[src/rtl/clkrst_pkg.sv]
package clkrst_pkg;
    typedef enum logic [1:0] {
        SEQ_HOLD = 2'd0,
        SEQ_REL  = 2'd1,
        SEQ_RUN  = 2'd2
    } seq_state_e;
endpackage

[src/rtl/clkrst_sync.sv]
module clkrst_sync #(
    parameter int STAGES = 2
) (
    input  logic clk,
    input  logic por_n,
    input  logic din,
    output logic dout
);
    logic [STAGES-1:0] sh_d, sh_q;

    always_comb begin
        sh_d = {sh_q[STAGES-2:0], din};
    end

    always_ff @(posedge clk or negedge por_n) begin
        if (!por_n) sh_q <= '0;
        else        sh_q <= sh_d;
    end

    assign dout = sh_q[STAGES-1];
endmodule

[src/rtl/clkrst_div.sv]
module clkrst_div #(
    parameter int SCALE_W = 2,
    parameter int CNT_W   = 1 << SCALE_W
) (
    input  logic               clk,
    input  logic               por_n,
    input  logic               core_rst,
    input  logic               cfg_we,
    input  logic               cfg_sup,
    input  logic [SCALE_W-1:0] cfg_scale,
    output logic               cttl,
    output logic               cpu_ce,
    output logic               fclk_ce,
    output logic               fall_stb
);
    typedef struct packed {
        logic [CNT_W-1:0]   cnt;
        logic [SCALE_W-1:0] act;
        logic [SCALE_W-1:0] pend;
        logic               cttl;
    } div_t;

    div_t div_d, div_q;

    function automatic logic [CNT_W-1:0] last_of(input logic [SCALE_W-1:0] s);
        return CNT_W'((2 << s) - 1);
    endfunction

    function automatic logic [CNT_W-1:0] half_of(input logic [SCALE_W-1:0] s);
        return CNT_W'(1 << s);
    endfunction

    function automatic logic [CNT_W-1:0] mask_of(input logic [SCALE_W-1:0] s);
        return CNT_W'((1 << s) - 1);
    endfunction

    always_comb begin
        div_d = div_q;
        if (div_q.cnt == last_of(div_q.act)) begin
            div_d.cnt = '0;
            div_d.act = div_q.pend;
        end else begin
            div_d.cnt = div_q.cnt + CNT_W'(1);
        end
        if (core_rst)                div_d.pend = '0;
        else if (cfg_we && cfg_sup)  div_d.pend = cfg_scale;
        div_d.cttl = (div_d.cnt < half_of(div_d.act));
    end

    always_ff @(posedge clk or negedge por_n) begin
        if (!por_n) begin
            div_q.cnt  <= '0;
            div_q.act  <= '0;
            div_q.pend <= '0;
            div_q.cttl <= 1'b1;
        end else begin
            div_q <= div_d;
        end
    end

    assign cttl     = div_q.cttl;
    assign cpu_ce   = (div_q.cnt == '0);
    assign fall_stb = (div_q.cnt == half_of(div_q.act));
    assign fclk_ce  = core_rst || ((div_q.cnt & mask_of(div_q.act)) == '0);

    // ratio only changes at a period boundary
    assert_ratio_boundary_R2: assert property (@(posedge clk) disable iff (!por_n)
        !$stable(div_q.act) |-> (div_q.cnt == '0));

    // an unprivileged write leaves the pending scale alone
    assert_priv_gate_R2: assert property (@(posedge clk) disable iff (!por_n)
        (!cfg_sup && !core_rst) |=> $stable(div_q.pend));

    // every rising edge of cttl carries the cpu enable
    assert_ce_on_rise_R1: assert property (@(posedge clk) disable iff (!por_n)
        $rose(div_q.cttl) |-> cpu_ce);
endmodule

[src/rtl/clkrst_seq.sv]
module clkrst_seq
    import clkrst_pkg::*;
#(
    parameter int MIN_LOW = 64,
    parameter int REL_CYC = 8,
    parameter int LOW_W   = $clog2(MIN_LOW + 1),
    parameter int REL_W   = $clog2(REL_CYC + 1)
) (
    input  logic clk,
    input  logic por_n,
    input  logic rst_sync_n,
    input  logic fall_stb,
    output logic core_rst,
    output logic nmi_clr,
    output logic stat_clr,
    output logic fetch_start,
    output logic short_rst
);
    typedef struct packed {
        seq_state_e       state;
        logic [LOW_W-1:0] low_cnt;
        logic [REL_W-1:0] rel_cnt;
        logic             core_rst;
        logic             nmi_clr;
        logic             stat_clr;
        logic             start;
        logic             short_flag;
    } seq_t;

    seq_t seq_d, seq_q;
    logic enter_hold;

    always_comb begin
        seq_d          = seq_q;
        seq_d.nmi_clr  = 1'b0;
        seq_d.stat_clr = 1'b0;
        enter_hold     = 1'b0;
        if (fall_stb) begin
            case (seq_q.state)
                SEQ_HOLD: begin
                    if (!rst_sync_n) begin
                        if (seq_q.low_cnt != LOW_W'(MIN_LOW))
                            seq_d.low_cnt = seq_q.low_cnt + LOW_W'(1);
                    end else begin
                        seq_d.short_flag = (seq_q.low_cnt < LOW_W'(MIN_LOW));
                        seq_d.state      = SEQ_REL;
                        seq_d.rel_cnt    = REL_W'(1);
                    end
                end
                SEQ_REL: begin
                    if (!rst_sync_n)
                        enter_hold = 1'b1;
                    else if (seq_q.rel_cnt == REL_W'(REL_CYC - 1))
                        seq_d.state = SEQ_RUN;
                    else
                        seq_d.rel_cnt = seq_q.rel_cnt + REL_W'(1);
                end
                default: begin
                    if (!rst_sync_n) enter_hold = 1'b1;
                end
            endcase
        end
        if (enter_hold) begin
            seq_d.state      = SEQ_HOLD;
            seq_d.low_cnt    = LOW_W'(1);
            seq_d.short_flag = 1'b0;
            seq_d.nmi_clr    = 1'b1;
            seq_d.stat_clr   = 1'b1;
        end
        seq_d.start    = (seq_q.state == SEQ_REL) && (seq_d.state == SEQ_RUN);
        seq_d.core_rst = (seq_d.state != SEQ_RUN);
    end

    always_ff @(posedge clk or negedge por_n) begin
        if (!por_n) begin
            seq_q.state      <= SEQ_HOLD;
            seq_q.low_cnt    <= '0;
            seq_q.rel_cnt    <= '0;
            seq_q.core_rst   <= 1'b1;
            seq_q.nmi_clr    <= 1'b0;
            seq_q.stat_clr   <= 1'b0;
            seq_q.start      <= 1'b0;
            seq_q.short_flag <= 1'b0;
        end else begin
            seq_q <= seq_d;
        end
    end

    assign core_rst    = seq_q.core_rst;
    assign nmi_clr     = seq_q.nmi_clr;
    assign stat_clr    = seq_q.stat_clr;
    assign fetch_start = seq_q.start;
    assign short_rst   = seq_q.short_flag;

    // release happens only on a sample strobe
    assert_release_on_strobe_R5: assert property (@(posedge clk) disable iff (!por_n)
        $fell(seq_q.core_rst) |-> $past(fall_stb));

    // start strobe marks the release edge
    assert_start_at_release_R6: assert property (@(posedge clk) disable iff (!por_n)
        seq_q.start |-> (!seq_q.core_rst && $past(seq_q.core_rst)));

    // clear pulses accompany reset entry from run
    assert_clear_on_entry_R7: assert property (@(posedge clk) disable iff (!por_n)
        $rose(seq_q.core_rst) |-> (seq_q.nmi_clr && seq_q.stat_clr));

    // the error flag rises only when leaving the low phase
    assert_short_on_exit_R8: assert property (@(posedge clk) disable iff (!por_n)
        $rose(seq_q.short_flag) |-> (seq_q.state == SEQ_REL));
endmodule

[src/rtl/clkrst_ctrl.sv]
module clkrst_ctrl #(
    parameter int SCALE_W   = 2,
    parameter int SYNC_STG  = 2,
    parameter int MIN_LOW   = 64,
    parameter int REL_CYC   = 8
) (
    input  logic               clk_osc,
    input  logic               por_n,
    input  logic               rst_in_n,
    input  logic               cfg_we,
    input  logic               cfg_sup,
    input  logic [SCALE_W-1:0] cfg_scale,
    output logic               cpu_ce,
    output logic               cttl,
    output logic               fclk_ce,
    output logic               core_rst,
    output logic               nmi_clr,
    output logic               stat_clr,
    output logic               fetch_start,
    output logic               bus_idle,
    output logic               ad_hiz,
    output logic               ale_hi,
    output logic               short_rst
);
    localparam int CNT_W = 1 << SCALE_W;

    logic rst_sync_n;
    logic fall_stb;

    clkrst_sync #(.STAGES(SYNC_STG)) u_sync (
        .clk   (clk_osc),
        .por_n (por_n),
        .din   (rst_in_n),
        .dout  (rst_sync_n)
    );

    clkrst_div #(.SCALE_W(SCALE_W), .CNT_W(CNT_W)) u_div (
        .clk       (clk_osc),
        .por_n     (por_n),
        .core_rst  (core_rst),
        .cfg_we    (cfg_we),
        .cfg_sup   (cfg_sup),
        .cfg_scale (cfg_scale),
        .cttl      (cttl),
        .cpu_ce    (cpu_ce),
        .fclk_ce   (fclk_ce),
        .fall_stb  (fall_stb)
    );

    clkrst_seq #(.MIN_LOW(MIN_LOW), .REL_CYC(REL_CYC)) u_seq (
        .clk         (clk_osc),
        .por_n       (por_n),
        .rst_sync_n  (rst_sync_n),
        .fall_stb    (fall_stb),
        .core_rst    (core_rst),
        .nmi_clr     (nmi_clr),
        .stat_clr    (stat_clr),
        .fetch_start (fetch_start),
        .short_rst   (short_rst)
    );

    assign bus_idle = core_rst;
    assign ad_hiz   = core_rst;
    assign ale_hi   = core_rst;

    // the cpu enable in run always lines up with an auxiliary enable
    assert_fclk_aligned_R10: assert property (@(posedge clk_osc) disable iff (!por_n)
        (cpu_ce && !core_rst) |-> fclk_ce);
endmodule

[config.mk]
export PLATFORM = sky130hd
export DESIGN_NAME = clkrst_ctrl
export DESIGN_NICKNAME = d
export VERILOG_FILES = /design/src/rtl/clkrst_pkg.sv /design/src/rtl/clkrst_sync.sv /design/src/rtl/clkrst_div.sv /design/src/rtl/clkrst_seq.sv /design/src/rtl/clkrst_ctrl.sv
export SDC_FILE = /design/constraint.sdc
export NUM_CORES = 1
export LEC_CHECK = 0
export ABC_AREA = 0
export BUFFER_PORTS_ARGS = -buffer_cell sky130_fd_sc_hd__buf_4
export CORE_ASPECT_RATIO = 1.5
export CORE_UTILIZATION = 40
export CTS_BUF_LIST = sky130_fd_sc_hd__clkbuf_8
export DETAILED_ROUTE_END_ITERATION = 8
export PLACE_DENSITY = 0.68
export SLEW_MARGIN = 20
export SYNTH_ARGS = -nofsm -noshare
export SYNTH_HDL_FRONTEND = slang
export SYNTH_SLANG_ARGS = --single-unit
[constraint.sdc]
create_clock -name clk_osc -period 6.3 [get_ports clk_osc]
set_input_delay 0 -clock clk_osc [delete_from_list [all_inputs] [get_ports clk_osc]]
set_output_delay 0 -clock clk_osc [all_outputs]
set_load 0.005 [all_outputs]
==> impl_summary.log <==
INFO  metric fill_cells = 383
INFO  metric average_via_count_per_standard_cell = 5.77
INFO  metric timing.final.hold_violations = 0
INFO  metric gr-usage-all-layers = 0.170
INFO  metric synth_area_leaders = sky130_fd_sc_hd__dfrtp_1, sky130_fd_sc_hd__ha_1, sky130_fd_sc_hd__o21ai_0
INFO  metric synth.top_cell.area_share = 0.383
INFO  metric clk_pin_slew_worst_paths = 0.09 ns
INFO  metric outcome = complete, no violations
INFO  metric setup_skew = 0.00443 ns
INFO  metric hold_path_end = u_div.div_q[1]
INFO  metric first_pass_grt_wire_length = 5610 um
INFO  metric power.total = 0.000639 W
INFO  metric detailed_place.area = 0.00180 mm^2
INFO  metric clkLatencyLatePin = 0.27 ns
INFO  metric num_rows = 28
INFO  metric holdCritPathClass = in2reg
INFO  metric post_synthesis_net_count = 189
INFO  metric finalInstanceArea = 0.00191 mm^2
INFO  metric initial_utilization = 0.425
INFO  metric ys_warns = 0
INFO  metric synth.cells.most_frequent = sky130_fd_sc_hd__dfrtp_1, sky130_fd_sc_hd__o21ai_0, sky130_fd_sc_hd__nor2_1
INFO  metric seqCellArea = 703 um^2
INFO  metric drt_pass1_iterations = 4
INFO  metric netlist_area = 0.00170 mm^2
INFO  metric synth.yosys.seq_area_share = 0.414
INFO  metric yosysMostFrequentCell = sky130_fd_sc_hd__dfrtp_1
INFO  metric antenna_found_initial = 0
INFO  metric cts-buffers-inserted = 3
INFO  metric drive_above_1_share = 0.194
INFO  metric cts.sinks = 28
INFO  metric synth_top_cell_by_area = sky130_fd_sc_hd__dfrtp_1
INFO  metric r2r_cells = 9
INFO  metric floorplan.die_area = 0.00451 mm^2
INFO  metric p_leak = 0.864 nW
INFO  metric element_type_at_the_critical_path_start = flip-flop
INFO  metric via_count_of_the_first_global_routing_pass = 1307
INFO  metric post-place-cells = 221
INFO  metric crit_path_end_kind = flip-flop
INFO  metric detailedRoute.firstIterationViolations = 43
INFO  metric worst_hold_startpoint = cfg_we
INFO  metric synth.distinct_cells = 45
INFO  metric r2r-start = u_div.div_q[4]
INFO  metric grt_start_max_net_pins = 29
INFO  metric postSynthRegisterBits = 28
INFO  metric cts_resized = 0
INFO  metric timing_worst_slew_pin_value = 0.736 ns
INFO  metric detailed_route_wirelength_on_metal2 = 1950 um
INFO  metric synth.avg_cell_area = 9.81 um^2
INFO  metric core_area = 0.00399 mm^2
INFO  metric grt_setup_unrepaired = no
INFO  metric p_per_area = 334 mW/mm^2
INFO  metric drv_cap = 0
INFO  metric antenna_cells_inserted = 0
INFO  metric routed_wl = 3470 um
INFO  metric overall_via_count_from_detail_route = 1332
INFO  metric cts-root-to-sink-buffers = 2
INFO  metric h-tree-depth = 1
INFO  metric synthFlopType = sky130_fd_sc_hd__dfrtp_1
INFO  metric gr-total-overflow = 0
INFO  metric max_slew_margin = 0.507
INFO  metric syn_to_final_growth = 12.6%
INFO  metric fin_crit_sh = 0.422
INFO  metric pin_count = 18
INFO  metric timing_worst_setup_path_type = reg2reg
INFO  metric drt-met1-wl = 1440 um
INFO  metric route.detailed.drc = 0
INFO  metric gp_congestion = 0.805
INFO  metric multiInputGateArea = 875 um^2
INFO  metric final_period_minus_worst_setup_slack = 2.66 ns
INFO  metric final.setup.tns = 0 ns
INFO  metric instances_no_fill = 231
INFO  metric die_width = 55.2 um
INFO  metric ir_drop = 0.168 mV
INFO  metric r2r_setup_slack = 3.64 ns
INFO  metric ant_nets = 0
INFO  metric holdPathStages = 4
INFO  metric synth_enable_flop_cells = 0
INFO  metric avgRoutedWirePerCell = 15.0 um
INFO  metric hpwl = 2540 um
INFO  metric maxUsedRoutingLayer = met4
INFO  metric cts_post_setup_buffers_inserted = 0
INFO  metric finalMaxSlewViolations = 0
INFO  metric die_height = 81.8 um
INFO  metric arrival = 2.87 ns
INFO  metric final_nets = 203
INFO  metric synthCells = 173
INFO  metric maximum_clock_frequency = 376 MHz
INFO  metric regToRegEndpoint = u_div.cttl
INFO  metric synth_async_sr_flop_share = 1.00
INFO  metric critPathRequiredTime = 6.51 ns
INFO  metric timing.critical_path.fanout_max = 11
INFO  metric tritoncts_clock_tree = yes
INFO  metric numPortBuffers = 17
INFO  metric amount_of_wire_on_met3_after_detailed_routing = 39 um
INFO  metric cts.root.buffer_cell = sky130_fd_sc_hd__clkbuf_8
INFO  metric finalSetupViolCount = 0
-- what timing repair did --
item,CTS,global route
setup endpoints to repair,0,0
endpoints found under the hold margin,31,0
hold buffers,6,0
-- cells by family (layout without fill, tap and decap cells) --
logic type,count (synthesis),in the layout,synth area share
buffers and inverters,23,36,0.0701
and+or+nand+nor,58,58,0.204
DFF,28,28,0.414
xor gates and xnor gates,4,4,0.0207
AOI/OAI and AO/OA,46,46,0.187
adders and majority gates,9,9,0.0664
muxes,5,5,0.0369
-- worst max-delay path, cell delays in order (launching register included) --
cell and delay [ns]:
sky130_fd_sc_hd__dfrtp_1 0.50, sky130_fd_sc_hd__or4b_4 0.61, sky130_fd_sc_hd__o211ai_1 0.11, sky130_fd_sc_hd__o211ai_1 0.33
sky130_fd_sc_hd__nor3b_1 0.32, sky130_fd_sc_hd__a31oi_1 0.08, sky130_fd_sc_hd__ha_1 0.23, sky130_fd_sc_hd__nor3_1 0.13
sky130_fd_sc_hd__o211ai_1 0.11, sky130_fd_sc_hd__a31oi_1 0.18
-- sequential cells by signal, summed over array words and instances (netlist names) --
register and count:
u_seq.seq_q 13, u_div.div_q 8, u_sync.sh_q 2, u_div.cttl 1, u_seq.core_rst 1, u_seq.fetch_start 1, u_seq.nmi_clr 1, u_seq.short_rst 1
-- stage by stage --
step                      setup slack, ns  hold WS (ns)  utilization
after floorplan                      3.90        -0.296            -
after global placement               3.68       -0.0583        0.450
after detailed placement             3.66       -0.0570        0.450
after CTS                            3.64        0.0279        0.478
after global routing                 3.44        0.0530        0.478
final                                3.64        0.0333        0.478
-- metal layers --
layer  up-vias  GRT usage
li1        647          -
met1       673      0.180
met2         8      0.327
met3         4     0.0185
met4         0     0.0550
met5         -          0
-- report_power, final --
| part | total [W] | internal (W) | leakage [nW] | switching, W |
|---|---|---|---|---|
| Clock | 0.000112 | 0.0000560 | 0.0288 | 0.0000558 |
| Sequential | 0.000263 | 0.000217 | 0.360 | 0.0000465 |
| Combinational | 0.000264 | 0.000128 | 0.476 | 0.000135 |
| Total | 0.000639 | 0.000401 | 0.864 | 0.000238 |
-- worst max-delay path by stage --
stage | start | end | slack (ns) | cells past startpoint
finish | u_div.div_q[4] | u_div.cttl | 3.64 | 9
global route | u_div.div_q[7] | u_div.cttl | 3.44 | 9
CTS | u_div.div_q[4] | u_seq.seq_q[11] | 3.64 | 7
detailed placement | u_div.div_q[4] | u_seq.seq_q[11] | 3.66 | 7
global placement | u_div.div_q[7] | u_div.cttl | 3.68 | 9
floorplan | u_div.div_q[4] | u_seq.seq_q[14] | 3.90 | 9
-- placed cells by master, fill, tap and decap left out, types with 2 or more instances in the layout --
cell / instances
sky130_fd_sc_hd__a21oi_1: 6
sky130_fd_sc_hd__a22o_1: 2
sky130_fd_sc_hd__a31oi_1: 6
sky130_fd_sc_hd__and2_1: 5
sky130_fd_sc_hd__and3_1: 2
sky130_fd_sc_hd__and4b_1: 2
sky130_fd_sc_hd__buf_4: 17
sky130_fd_sc_hd__clkbuf_8: 4
sky130_fd_sc_hd__dfrtp_1: 26
sky130_fd_sc_hd__dfstp_2: 2
sky130_fd_sc_hd__dlygate4sd3_1: 6
sky130_fd_sc_hd__ha_1: 9
sky130_fd_sc_hd__inv_1: 9
sky130_fd_sc_hd__mux2_2: 2
sky130_fd_sc_hd__mux2_4: 2
sky130_fd_sc_hd__nand2_1: 8
sky130_fd_sc_hd__nand2b_1: 3
sky130_fd_sc_hd__nand3_1: 7
sky130_fd_sc_hd__nand4b_1: 2
sky130_fd_sc_hd__nor2_1: 10
sky130_fd_sc_hd__nor3_1: 4
sky130_fd_sc_hd__nor3b_1: 5
sky130_fd_sc_hd__o211ai_1: 3
sky130_fd_sc_hd__o21a_1: 3
sky130_fd_sc_hd__o21ai_0: 14
sky130_fd_sc_hd__o21bai_1: 2
sky130_fd_sc_hd__o31ai_1: 3
sky130_fd_sc_hd__or2_2: 3
sky130_fd_sc_hd__or4b_4: 2
sky130_fd_sc_hd__xor2_1: 3
-- area by class of cell --
cell class / count / share of cell area
clock buffer: 4 / 0.0288
sequential: 28 / 0.368
inverter: 9 / 0.0177
tap: 45 / 0.0295
timing repair buffer: 23 / 0.0982
multi-input combinational: 122 / 0.458
(Power assumes the default switching activity.)
